### src/rtl/vxc_pkg.sv
package vxc_pkg;

    typedef enum logic [1:0] {
        ST_IDLE   = 2'd0,
        ST_SCAN   = 2'd1,
        ST_XFER   = 2'd2,
        ST_FINISH = 2'd3
    } vxc_state_e;

endpackage

### src/rtl/vxc_range_mask.sv
// Keeps the mask bits whose position lies in [lo, hi) and flags whether any survive.
module vxc_range_mask #(
    parameter int VLEN  = 16,
    parameter int CNT_W = 5
) (
    input  logic [VLEN-1:0]  mask,
    input  logic [CNT_W-1:0] lo,
    input  logic [CNT_W-1:0] hi,
    output logic [VLEN-1:0]  win,
    output logic             any
);

    for (genvar i = 0; i < VLEN; i++) begin : g_bit
        localparam logic [CNT_W-1:0] POS = CNT_W'(i);
        assign win[i] = mask[i] && (POS >= lo) && (POS < hi);
    end

    assign any = |win;

endmodule

### src/rtl/vxc_elem_ctr.sv
// Element index register: clear has priority over load, load over increment.
module vxc_elem_ctr #(
    parameter int W = 5
) (
    input  logic         clk,
    input  logic         rst_n,
    input  logic         clr,
    input  logic         load,
    input  logic [W-1:0] load_val,
    input  logic         inc,
    output logic [W-1:0] q
);

    always_ff @(posedge clk or negedge rst_n) begin
        if (!rst_n)    q <= '0;
        else if (clr)  q <= '0;
        else if (load) q <= load_val;
        else if (inc)  q <= q + W'(1);
    end

endmodule

### src/rtl/vxc_seq.sv
module vxc_seq
    import vxc_pkg::*;
#(
    parameter  int VLEN  = 16,
    localparam int CNT_W = $clog2(VLEN) + 1,
    localparam int IDX_W = $clog2(VLEN)
) (
    input  logic             clk,
    input  logic             rst_n,
    input  logic             start,
    input  logic             op_compress,
    input  logic [CNT_W-1:0] vec_count,
    input  logic [CNT_W-1:0] start_idx,
    input  logic [VLEN-1:0]  mask,
    input  logic             intr_req,
    input  logic             mem_ack,
    output logic             mem_req,
    output logic             mem_we,
    output logic             mem_adv,
    output logic [IDX_W-1:0] vr_idx,
    output logic             vr_we,
    output logic             vr_re,
    output logic             busy,
    output logic             done,
    output logic             interrupted,
    output logic [CNT_W-1:0] final_idx
);

    vxc_state_e       state_q, state_d;
    logic [CNT_W-1:0] cnt_q;
    logic [CNT_W-1:0] idx_q;
    logic [VLEN-1:0]  win_q, win_d;
    logic             op_q;
    logic             intr_q;
    logic             win_any;
    logic             ctr_clr, ctr_load, ctr_inc;
    logic             at_end;
    logic             sel_bit;

    vxc_range_mask #(.VLEN(VLEN), .CNT_W(CNT_W)) u_window (
        .mask (mask),
        .lo   (start_idx),
        .hi   (vec_count),
        .win  (win_d),
        .any  (win_any)
    );

    vxc_elem_ctr #(.W(CNT_W)) u_index (
        .clk      (clk),
        .rst_n    (rst_n),
        .clr      (ctr_clr),
        .load     (ctr_load),
        .load_val (start_idx),
        .inc      (ctr_inc),
        .q        (idx_q)
    );

    assign at_end  = (idx_q == cnt_q);
    assign sel_bit = win_q[idx_q[IDX_W-1:0]];

    // Next-state and index control
    always_comb begin
        state_d  = state_q;
        ctr_clr  = 1'b0;
        ctr_load = 1'b0;
        ctr_inc  = 1'b0;
        unique case (state_q)
            ST_IDLE: begin
                if (start) begin
                    if (win_any) begin
                        state_d  = ST_SCAN;
                        ctr_load = 1'b1;
                    end else begin
                        state_d = ST_FINISH;   // zero net count or empty window
                        ctr_clr = 1'b1;
                    end
                end
            end
            ST_SCAN: begin
                if (at_end) begin
                    state_d = ST_FINISH;
                    ctr_clr = 1'b1;
                end else if (intr_req) begin
                    state_d = ST_FINISH;       // index keeps resume point
                end else if (sel_bit) begin
                    state_d = ST_XFER;
                end else begin
                    ctr_inc = 1'b1;
                end
            end
            ST_XFER: begin
                if (mem_ack) begin
                    state_d = ST_SCAN;
                    ctr_inc = 1'b1;
                end
            end
            ST_FINISH: state_d = ST_IDLE;
            default:   state_d = ST_IDLE;
        endcase
    end

    // State register and run context
    always_ff @(posedge clk or negedge rst_n) begin
        if (!rst_n) begin
            state_q <= ST_IDLE;
            cnt_q   <= '0;
            win_q   <= '0;
            op_q    <= 1'b0;
            intr_q  <= 1'b0;
        end else begin
            state_q <= state_d;
            if (state_q == ST_IDLE && start) begin
                cnt_q  <= vec_count;
                win_q  <= win_d;
                op_q   <= op_compress;
                intr_q <= 1'b0;
            end else if (state_q == ST_SCAN && !at_end && intr_req) begin
                intr_q <= 1'b1;
            end
        end
    end

    // Outputs
    always_comb begin
        mem_req     = (state_q == ST_XFER);
        mem_we      = mem_req && op_q;
        mem_adv     = mem_req && mem_ack;
        vr_we       = mem_adv && !op_q;
        vr_re       = mem_req && op_q;
        busy        = (state_q != ST_IDLE);
        done        = (state_q == ST_FINISH);
        interrupted = done && intr_q;
        final_idx   = done ? idx_q : '0;
    end
    assign vr_idx = idx_q[IDX_W-1:0];

    AST_REQ_HOLD: assert property (@(posedge clk) disable iff (!rst_n)
        mem_req && !mem_ack |=> mem_req && $stable(vr_idx));
    AST_IDX_STEP: assert property (@(posedge clk) disable iff (!rst_n)
        mem_adv |=> idx_q == $past(idx_q) + CNT_W'(1));
    AST_REQ_RANGE: assert property (@(posedge clk) disable iff (!rst_n)
        mem_req |-> idx_q < cnt_q);
    AST_NET_ZERO: assert property (@(posedge clk) disable iff (!rst_n)
        start && !busy && (vec_count <= start_idx) |=> done && final_idx == '0 && !interrupted);
    AST_COMPLETE_ZERO: assert property (@(posedge clk) disable iff (!rst_n)
        done && !interrupted |-> final_idx == '0);
    AST_INTR_RESUME: assert property (@(posedge clk) disable iff (!rst_n)
        done && interrupted |-> final_idx < cnt_q);
    AST_DONE_ONCE: assert property (@(posedge clk) disable iff (!rst_n)
        done |=> !done && !busy);

endmodule

### config.mk
export PLATFORM = sky130hd
export DESIGN_NAME = vxc_seq
export DESIGN_NICKNAME = d
export VERILOG_FILES = /design/src/rtl/vxc_pkg.sv /design/src/rtl/vxc_range_mask.sv /design/src/rtl/vxc_elem_ctr.sv /design/src/rtl/vxc_seq.sv
export SDC_FILE = /design/constraint.sdc
export NUM_CORES = 1
export LEC_CHECK = 0
export ABC_CLOCK_PERIOD_IN_PS = 3000
export BUFFER_PORTS_ARGS = -buffer_cell sky130_fd_sc_hd__buf_2
export CORE_ASPECT_RATIO = 1.2
export CORE_MARGIN = 3
export CORE_UTILIZATION = 54
export CTS_BUF_LIST = sky130_fd_sc_hd__clkbuf_16
export CTS_CLUSTER_DIAMETER = 80
export DETAILED_ROUTE_END_ITERATION = 6
export GPL_ROUTABILITY_DRIVEN = 0
export HOLD_SLACK_MARGIN = 0.15
export PLACE_DENSITY = 0.8
export SLEW_MARGIN = 10
export SYNTH_ARGS = -nofsm -noshare
export SYNTH_HDL_FRONTEND = slang
export SYNTH_SLANG_ARGS = --single-unit
### constraint.sdc
create_clock -name clk -period 3 [get_ports clk]
set_input_delay 0.15 -clock clk [delete_from_list [all_inputs] [get_ports clk]]
set_output_delay 0.15 -clock clk [all_outputs]
set_load 0.02 [all_outputs]
==> summary.txt <==
Die
  – Die area: 4580 um^2
  – Die W: 62.3 um
  – Core Region: 3480 um^2
  – Die height: 73.5 um
  – Rows: 23
  – Initial Utilization: 0.590
  – IO Pins: 49

Route
  – Total wire length: 5260 um
  – Met3 WL: 326 um
  – Detail Route Antenna Nets: 0
  – Highest Signal Layer: met4
  – DRC violations left: 0
  – Met2 WL: 2610 um
  – Vias per cell: 6.09
  – DR iter-0 viols: 107
  – M1 WL: 2200 um
  – Vias: 1,844
  – Drt pass-1 iters: 4
  – WL per Instance: 17.3 um

Placement
  – PortBufs: 48
  – Placed cells: 295
  – Post-DP HPWL: 3870 um
  – Worst slack, placed: 0.439 ns
  – Placed instance area: 2250 um^2

Min path
  – Worst Hold End: win_q[3]
  – WHS Path Cells: 3
  – Hold WC Path Type: in2reg
  – Min-Delay Startpoint: mask[3]

Clock tree
  – CTS tree: done
  – Clock buffer count from CTS: 5
  – CTS Buffer Depth: 2
  – Clock sink total: 30
  – Clk root buf: clkbuf_16
  – Setup repair bufs after CTS: 0
  – Clock Latency Late Sink: 0.27 ns
  – CTS-repair resized insts: 0
  – CTS clock-pin slew for the worst setup and hold paths: 0.05 ns
  – CTS Hold Bufs: 2
  – # H-tree levels: 2

Job
  – # Max-Cap Violations: 0

Layout
  – FILL cells: 292
  – Flip-flop and latch area: 751 um^2
  – Layout Utilization: 0.690
  – Fin cells: 303
  – Cell area after layout: 2400 um^2
  – N_diodes: 0
  – Share of layout cells above drive strength 1: 0.289
  – Nets: 291
  – Footprint of the multi-input gates: 1170 um^2
  – Area Overhead vs Synth: 17.1%

GRT
  – Largest net degree at the start of global routing: 32
  – Antenna violations before repair: 0
  – Gr ovfl total: 0
  – Total Routing Usage GR: 0.251
  – First-pass GRT wire length: 8890 um
  – Vias in the first global route: 1,915

Logic synthesis
  – Primary flip-flop cell chosen by synthesis mapping: dfrtp_1
  – Yosys cell types: 57
  – Seq/Total Area, Yosys: 0.366
  – Synth Cell Area: 2050 um^2
  – Mapped Cells: 217
  – Asr flop ratio synth: 1.00
  – Average cell area after synthesis: 9.46 um^2
  – FF+latch count, synth: 30
  – Yosys warns: 0
  – EDFF count, synth: 0
  – Syn_nets: 254

Critical path
  – Slowest cell delay on critical path: 0.58 ns
  – Reg-to-Reg End: u_index.q[1]
  – Worst-case reg-to-reg path depth: 6
  – Critical path buffers and inverters: 0
  – Start of the worst register-to-register path: u_index.q[1]
  – Setup Crit Path Kind: reg2reg
  – Required time of the critical path: 3.15 ns
  – Crit end category: flip-flop
  – Most frequent CP cell: mux2i_1
  – Setup crit start: u_index.q[1]
  – Maximum fanout along the worst path: 11
  – Critical-path top delay cell: dfrtp_1
  – R2R Setup Slk: 0.45 ns
  – CP cell instances: mux4_2 -> mux2i_1 -> mux2i_1 -> o31ai_4 -> mux2_1 -> a22o_1
  – Setup crit start kind: flip-flop
  – Worst path arrival time: 2.71 ns
  – Crit-path leading delay family: multiplexers

Status
  – Status: finished, final reports clean

STA
  – Max-slew violations: 0
  – Peak Freq: 0.391 GHz
  – PnR worst setup slack: 0.445 ns
  – Final Cycle Share: 0.852
  – Clk_skew: 0.00539 ns
  – Final hold viol count: 0
  – RSZ-0062 raised after global routing: false
  – Slew @ Worst Pin: 0.661 ns
  – Setup TNS: 0 ns
  – Min Clock Period, post-route: 2.55 ns
  – Worst hold slack: 0.186 ns
  – Slew headroom: 0.559
  – Setup violations, final: 0

Power
  – Pleak: 1.13 nW
  – Peak VDD IR: 406 uV
  – Pwr Density: 863 nW/um^2
  – Total power: 2.07 mW
## tightest hold or removal path: cells and delay by family
family,cells,cell delay (ns)
AOI/OAI and AO/OA,1,0.09
and+or+nand+nor,1,0.08
buffers and inverters,1,0.09
## worst max-delay path by stage
| stage | endpoint | cells past startpoint |
|---|---|---|
| floorplan | u_index.q[1] | 7 |
| global placement | u_index.q[1] | 6 |
| detailed placement | u_index.q[1] | 6 |
| CTS | u_index.q[1] | 6 |
| global route | u_index.q[1] | 6 |
| finish | u_index.q[1] | 6 |
## state kept, by name, indices dropped and copies added (netlist names)
| register | cells |
|---|---|
| state_q | 2 |
| intr_q | 1 |
| cnt_q | 5 |
| win_q | 16 |
| op_q | 1 |
| u_index.q | 5 |
## cells in the mapped netlist, types with 3 or more instances
cell | number | area (um^2)
dfrtp_1 | 30 | 751
nand2_1 | 23 | 86.3
o21ai_0 | 15 | 75.1
clkbuf_1 | 12 | 45.0
mux2_2 | 10 | 113
and2_1 | 9 | 56.3
nor2_1 | 8 | 30.0
a21oi_1 | 7 | 35.0
inv_1 | 7 | 26.3
nand4_1 | 7 | 43.8
nand3_1 | 6 | 30.0
buf_4 | 5 | 37.5
ha_1 | 5 | 62.6
xnor2_1 | 5 | 43.8
a211o_1 | 4 | 35.0
and3_1 | 4 | 25.0
buf_2 | 3 | 15.0
mux4_2 | 3 | 67.6
o21a_1 | 3 | 22.5
o31ai_1 | 3 | 22.5
## power by group
group	leakage, nW	internal [mW]	total [mW]	switching, mW
Sequential	0.390	0.555	0.726	0.171
Clock	0.0632	0.293	0.451	0.158
Combinational	0.678	0.405	0.898	0.492
## per-layer routing
layer,track usage,up-vias
li1,-,871
met1,0.286,881
met2,0.456,81
met3,0.0535,11
met4,0.118,0
met5,0,-
## cells by family (layout without fill, tap and decap cells)
family	after synthesis	after routing	share of synthesized area
AO/OA/AOI/OAI	54	54	0.191
XOR/XNOR	6	6	0.0256
adder cells (fa/ha/maj)	5	5	0.0305
buffers and inverters	28	64	0.0658
flip-flops	30	30	0.366
multiplexers	17	17	0.108
AND/OR/NAND/NOR	77	77	0.213
## final cells by class
cell class | count | area share
well taps | 50 | 0.0260
clock inverters | 1 | 0.00156
repair buffers | 51 | 0.111
flip-flops and latches | 30 | 0.312
inverters | 7 | 0.0109
multi-input cells | 159 | 0.486
clock buffers | 5 | 0.0521
## cell usage in the layout (no fill, tap or decap), types with 2 or more instances in the layout
cell type / Yosys / final
mux2_1: 2 / 2
a21o_1: 2 / 2
xnor2_1: 5 / 5
nand4_1: 7 / 7
inv_1: 7 / 7
nor2b_1: 2 / 2
nand2b_1: 2 / 2
a22o_1: 2 / 2
a211o_1: 4 / 4
dfrtp_1: 30 / 30
buf_2: 3 / 48
nor3b_1: 2 / 2
o21ai_0: 15 / 15
o31ai_1: 3 / 3
a31oi_1: 2 / 2
mux4_2: 3 / 3
nor2_1: 8 / 8
dlygate4sd3_1: 0 / 2
nor4_1: 2 / 2
clkbuf_16: 0 / 5
and2_1: 9 / 9
a21oi_1: 7 / 7
nand2_1: 23 / 23
nor3_1: 2 / 2
mux2_2: 10 / 10
mux2i_1: 2 / 2
ha_1: 5 / 5
o21a_1: 3 / 3
and4b_1: 2 / 2
and3_1: 4 / 4
nand3_1: 6 / 6
Power figures use the tool's default switching activity.
